**src/rtl/pwr_root_pkg.sv**
```systemverilog
package pwr_root_pkg;
  typedef enum logic {SIDE_L = 1'b0, SIDE_R = 1'b1} side_t;
  localparam int NUM_SIDES = 2;
endpackage

```
**src/rtl/pwr_root_rule.sv**
```systemverilog
module pwr_root_rule #(
  parameter int LVL_W  = 3,
  parameter int HI_LVL = 4,
  parameter int CAP_LVL = 3
) (
  input  logic [LVL_W-1:0] req_lvl,
  input  logic [LVL_W-1:0] sib_lvl,
  input  logic             fenced,
  output logic             allow
);
  logic double_hi;
  logic capped;

  always_comb begin
    double_hi = (req_lvl == LVL_W'(HI_LVL)) && (sib_lvl == LVL_W'(HI_LVL));
    capped    = fenced && (req_lvl >= LVL_W'(CAP_LVL));
    allow     = !double_hi && !capped;
  end
endmodule

```
**src/rtl/pwr_root_fence.sv**
```systemverilog
module pwr_root_fence #(
  parameter int LVL_W  = 3,
  parameter int HI_LVL = 4
) (
  input  logic             clk,
  input  logic             rst,
  input  logic             hold,
  input  logic             fence_in,
  input  logic [LVL_W-1:0] own_lvl,
  input  logic [LVL_W-1:0] sib_lvl,
  output logic             fenced
);
  always_ff @(posedge clk) begin
    if (rst) begin
      fenced <= 1'b0;
    end else if (!hold) begin
      fenced <= fence_in && (own_lvl == '0) && (sib_lvl == LVL_W'(HI_LVL));
    end
  end
endmodule

```
**src/rtl/pwr_root.sv**
```systemverilog
module pwr_root #(
  parameter int HI_LVL  = 4,
  parameter int CAP_LVL = HI_LVL - 1,
  parameter int LVL_W   = $clog2(HI_LVL + 1)
) (
  input  logic             clk,
  input  logic             rst,
  input  logic             l_req_vld,
  input  logic [LVL_W-1:0] l_req_lvl,
  input  logic             l_ack,
  input  logic             l_fence,
  output logic             l_gnt,
  output logic             l_dny,
  output logic [LVL_W-1:0] l_lvl,
  input  logic             r_req_vld,
  input  logic [LVL_W-1:0] r_req_lvl,
  input  logic             r_ack,
  input  logic             r_fence,
  output logic             r_gnt,
  output logic             r_dny,
  output logic [LVL_W-1:0] r_lvl
);
  import pwr_root_pkg::*;

  logic             req_v  [NUM_SIDES];
  logic [LVL_W-1:0] req_l  [NUM_SIDES];
  logic             ack_v  [NUM_SIDES];
  logic             fen_in [NUM_SIDES];
  logic [LVL_W-1:0] lvl_q  [NUM_SIDES];
  logic             gnt_q  [NUM_SIDES];
  logic             dny_q  [NUM_SIDES];
  logic             fenced [NUM_SIDES];
  logic             allow  [NUM_SIDES];

  logic             busy_q;
  side_t            side_q;
  logic             ok_q;
  logic [LVL_W-1:0] tgt_q;
  side_t            pick;
  logic             any_req;

  assign req_v[0]  = l_req_vld;
  assign req_v[1]  = r_req_vld;
  assign req_l[0]  = l_req_lvl;
  assign req_l[1]  = r_req_lvl;
  assign ack_v[0]  = l_ack;
  assign ack_v[1]  = r_ack;
  assign fen_in[0] = l_fence;
  assign fen_in[1] = r_fence;

  genvar s;
  generate
    for (s = 0; s < NUM_SIDES; s++) begin : g_side
      pwr_root_fence #(.LVL_W(LVL_W), .HI_LVL(HI_LVL)) u_fence (
        .clk      (clk),
        .rst      (rst),
        .hold     (busy_q),
        .fence_in (fen_in[s]),
        .own_lvl  (lvl_q[s]),
        .sib_lvl  (lvl_q[NUM_SIDES-1-s]),
        .fenced   (fenced[s])
      );
      pwr_root_rule #(.LVL_W(LVL_W), .HI_LVL(HI_LVL), .CAP_LVL(CAP_LVL)) u_rule (
        .req_lvl (req_l[s]),
        .sib_lvl (lvl_q[NUM_SIDES-1-s]),
        .fenced  (fenced[s]),
        .allow   (allow[s])
      );
    end
  endgenerate

  always_comb begin
    any_req = req_v[0] || req_v[1];
    pick    = req_v[0] ? SIDE_L : SIDE_R;
  end

  always_ff @(posedge clk) begin
    if (rst) begin
      busy_q <= 1'b0;
      side_q <= SIDE_L;
      ok_q   <= 1'b0;
      tgt_q  <= '0;
      for (int i = 0; i < NUM_SIDES; i++) begin
        lvl_q[i] <= '0;
        gnt_q[i] <= 1'b0;
        dny_q[i] <= 1'b0;
      end
    end else begin
      for (int i = 0; i < NUM_SIDES; i++) begin
        gnt_q[i] <= 1'b0;
        dny_q[i] <= 1'b0;
      end
      if (!busy_q) begin
        if (any_req) begin
          busy_q <= 1'b1;
          side_q <= pick;
          ok_q   <= allow[pick];
          tgt_q  <= req_l[pick];
          if (allow[pick]) gnt_q[pick] <= 1'b1;
          else             dny_q[pick] <= 1'b1;
        end
      end else if (ack_v[side_q]) begin
        busy_q <= 1'b0;
        if (ok_q) lvl_q[side_q] <= tgt_q;
      end
    end
  end

  assign l_gnt = gnt_q[0];
  assign l_dny = dny_q[0];
  assign l_lvl = lvl_q[0];
  assign r_gnt = gnt_q[1];
  assign r_dny = dny_q[1];
  assign r_lvl = lvl_q[1];
endmodule

```
**config.mk**
```make
export PLATFORM = sky130hd
export DESIGN_NAME = pwr_root
export DESIGN_NICKNAME = d
export VERILOG_FILES = /design/src/rtl/pwr_root_pkg.sv /design/src/rtl/pwr_root_rule.sv /design/src/rtl/pwr_root_fence.sv /design/src/rtl/pwr_root.sv
export SDC_FILE = /design/constraint.sdc
export NUM_CORES = 1
export LEC_CHECK = 0
export BUFFER_PORTS_ARGS = -buffer_cell sky130_fd_sc_hd__buf_2
export CELL_PAD_IN_SITES_DETAIL_PLACEMENT = 1
export CELL_PAD_IN_SITES_GLOBAL_PLACEMENT = 1
export CORE_ASPECT_RATIO = 1.25
export CORE_UTILIZATION = 26
export CTS_CLUSTER_SIZE = 30
export DETAILED_ROUTE_END_ITERATION = 7
export GPL_TIMING_DRIVEN = 0
export HOLD_SLACK_MARGIN = 0.15
export PLACE_DENSITY = 0.62
export SLEW_MARGIN = 20
export SYNTH_ARGS = -nofsm -noshare
export SYNTH_HDL_FRONTEND = slang
export SYNTH_SLANG_ARGS = --single-unit
```
**constraint.sdc**
```tcl
create_clock -name clk -period 1.4 [get_ports clk]
set_input_delay 0.14 -clock clk [delete_from_list [all_inputs] [get_ports clk]]
set_output_delay 0.14 -clock clk [all_outputs]
set_load 0.01 [all_outputs]
```
==> key figures <==
Outcome
  • Outcome: complete, no violations

Floorplanning
  • Chip Width: 51.2 um
  • Num rows: 21
  • Die height: ~63 um
  • Core Region: 2790 um^2
  • I/O Pins: 24
  • Die area: 3250 um^2
  • Initial Util: 28.2%

Worst setup path
  • Worst setup SP type: register
  • Critical-path cell list: nand3b_1, nor2_1, or2_2
  • Crit path max-delay family: simple AND/OR/NAND/NOR gates
  • CP bufs+invs: 0
  • RR Startpoint: busy_q$_SDFF_PP0_
  • Worst EP arrival: 1.34 ns
  • Crit-path max FO: 8
  • R2r endpoint: lvl_q[0][1]$_SDFFCE_PN0P_
  • Slowest cell on the critical path: dfxtp_1
  • Worst setup EP type: register
  • R2R Setup Slk: 0.07 ns
  • Crit path kind: register to register
  • Reg2reg path depth: 3
  • Crit path largest cell delay: ~0.48 ns
  • Worst endpoint required time: 1.42 ns

Global route
  • Initial antenna violation count: 0
  • Vias in the first global route: 622
  • Pin count of the biggest net entering global routing: 11
  • GRT Resource Usage Total: 12.6%
  • First-pass GRT wire length: 2940 um
  • Total grt overflow: 0

Layout
  • Most frequent cells in the layout: 22 x buf_2, 12 x dfxtp_1, 9 x nor2_1, 7 x and2_1, 6 x edfxtp_1
  • Layout Nets: 118
  • Fillers: 341
  • Synthesis-to-finish area growth: 26.6%
  • Share of cells above drive strength 1: 29.1%
  • Antenna diodes: 0
  • Most common cell after layout, fill and taps aside: buf_2
  • Post-route insts no fill: 137
  • Layout Utilization: 35.7%

Logic synthesis
  • Sequential area share after synthesis: 53.5%
  • FFs w/ async S/R, synth: 0%
  • Gate count of the mapped netlist: 74
  • Cell Area, Synth: 786 um^2
  • EDFF count, synth: 6
  • Top FF cell, synth: dfxtp_1
  • Syn_area_per_cell: 10.6 um^2
  • Syn nets: 88
  • Yosys Warn Count: 0
  • Unique cell type count in the Yosys netlist: 29
  • Synth Register Bits: 18

Clock tree
  • CTS tree: done
  • Clock root cell: clkbuf_4
  • CTS Sinks: 18
  • Worst-Skew Late Latency: 0.30 ns
  • H-Tree Depth: 1
  • CTS clk-pin slew, worst paths: 0.10 ns
  • TritonCTS buffer count: 3
  • Resized cells post-CTS: 0
  • Max clock buf depth: 2

Routing
  • Vias/cell: 4.66
  • First-pass detailed-route iteration total: 4
  • Top Layer Used: met4
  • Residual DRC: 0
  • First DRT Iteration DRCs: 18
  • DR vias: 639
  • Final wirelength: 1750 um
  • Drt wl/cell: 12.8 um
  • Met3 WL: roughly 66 um
  • Routed Antenna Nets: 0
  • Metal2 WL: 801 um
  • DRT met1 WL: between 800 and 900 um

STA
  • Slew Limit Fails: 0
  • Final setup skew: ~0.0067 ns
  • Worst slew pin tran: 0.423 ns
  • Period Utilization, post-route: a little over nine tenths
  • Final setup vio count: 0
  • Worst setup margin: approximately 0.075 ns
  • F_max: 0.755 GHz
  • Tmin final: 1.33 ns
  • WHS: between 0.15 and 0.2 ns
  • RSZ-0062 raised after global routing: yes
  • Fin. Hold Viols: 0
  • Worst rel slew slack: 71.8%

Worst hold path
  • Hold Path End: dny_q[0]$_DFF_P_
  • Hold Crit Depth: 3
  • Hold_sp: rst
  • Min-Delay Path Class: input pin to register

Pwr
  • Power Dens Cells: 997 nW/um^2
  • Clock network fraction of total power: a little over a quarter
  • VDD IR max: roughly 0.29 mV
  • Sw frac: 25.5%
  • Leakage power: 0.427 nW
  • Pint: 0.739 mW
  • Sequential Power Share: 59.3%
  • Comb power frac: 13.8%
  • NetSw: 0.253 mW

Place
  • # port buffers: 22
  • Dpl hpwl: 1360 um
  • Placed insts: 130
  • Placer Congestion: just under 0.7
  • Post-Place Worst Slack: between 0.1 and 0.15 ns

Job
  • Max cap viols: 0
[sequential cells by signal, summed over array words and instances, names as in the netlist]
name / cells
ok_q: 1
busy_q: 1
gnt_q: 2
side_q: 1
tgt_q: 3
g_side.u_fence.fenced: 2
lvl_q: 6
dny_q: 2
[cell usage after synthesis (all sizes together), types with 2 or more instances]
| cell type | n | share of area (%) |
|---|---|---|
| nor2 | 9 | 4.3 |
| a22oi | 2 | 1.9 |
| or2 | 2 | 1.6 |
| and2 | 7 | 5.6 |
| nand3 | 2 | 1.3 |
| nand3b | 2 | 1.9 |
| mux2i | 3 | 3.8 |
| dfxtp | 12 | 31 |
| a21oi | 2 | 1.3 |
| nor2b | 2 | 1.6 |
| nand2 | 4 | 1.9 |
| a21o | 2 | 1.9 |
| edfxtp | 6 | 23 |
| a211oi | 4 | 3.8 |
[through the flow]
step,instance area [um^2],power [mW],setup TNS [ns]
after global placement,938,0.728,0
after global routing,995,1.04,-0.000392
after floorplan,786,0.676,0
after detailed placement,938,0.731,0
after CTS,995,1.00,0
final,995,0.992,0
[worst max-delay path by stage]
stage                                   start                         to  slack (ns)  depth (start not counted)
CTS                         busy_q$_SDFF_PP0_  lvl_q[0][1]$_SDFFCE_PN0P_        0.06                          3
global route                        l_req_vld          ok_q$_SDFFE_PP0P_     -0.0004                          5
floorplan           lvl_q[1][2]$_SDFFCE_PN0P_          ok_q$_SDFFE_PP0P_        0.27                          3
detailed placement          busy_q$_SDFF_PP0_  lvl_q[0][1]$_SDFFCE_PN0P_        0.10                          3
finish                      busy_q$_SDFF_PP0_  lvl_q[0][1]$_SDFFCE_PN0P_        0.07                          3
global placement            busy_q$_SDFF_PP0_  lvl_q[1][1]$_SDFFCE_PN0P_        0.09                          3
[power by group through the flow]
stage               combinational (mW)  clock, mW  sequential (mW)
CTS                              0.138      0.275            0.589
global route                     0.151      0.300            0.593
finish                           0.137      0.267            0.588
detailed placement               0.130          0            0.601
floorplan                       0.0760          0            0.600
global placement                 0.128          0            0.600
[area by class of cell]
cell class	count	area [um^2]	share of cell area, %
inverters	1	3.75	0.377
flip-flops and latches	18	420	42.3
multi-input cells	53	347	34.8
well taps	34	42.5	4.28
clock buffers	3	22.5	2.26
repair buffers	25	140	14.1
clock inverters	1	3.75	0.377
plain buffers	2	15.0	1.51
[layer usage]
layer / GRT usage [%] / vias to the layer above
li1: - / 325
met1: 15.4 / 289
met2: 19.9 / 20
met3: 1.45 / 5
met4: 9.38 / 0
met5: 0 / -
[tightest hold or removal path: stages]
cell	delay, ns
buf_2	0.11
or3b_1	0.13
nor2_1	0.04
[repair_timing]
item	4_1_cts	5_1_grt
buffers inserted	0	0
hold buffers	3	0
endpoints found under the hold margin	3	0
endpoints found under the setup margin	0	1
[cells by family (layout without fill, tap and decap cells)]
logic type | count (synthesis) | count (layout) | synth area share, %
and+or+nand+nor | 34 | 34 | 24.5
DFF | 18 | 18 | 53.5
AOI/OAI and AO/OA | 16 | 16 | 15.8
muxes | 3 | 3 | 3.82
buffers and inverters | 3 | 32 | 2.39
Note: power is estimated with default switching activity, not from simulation.
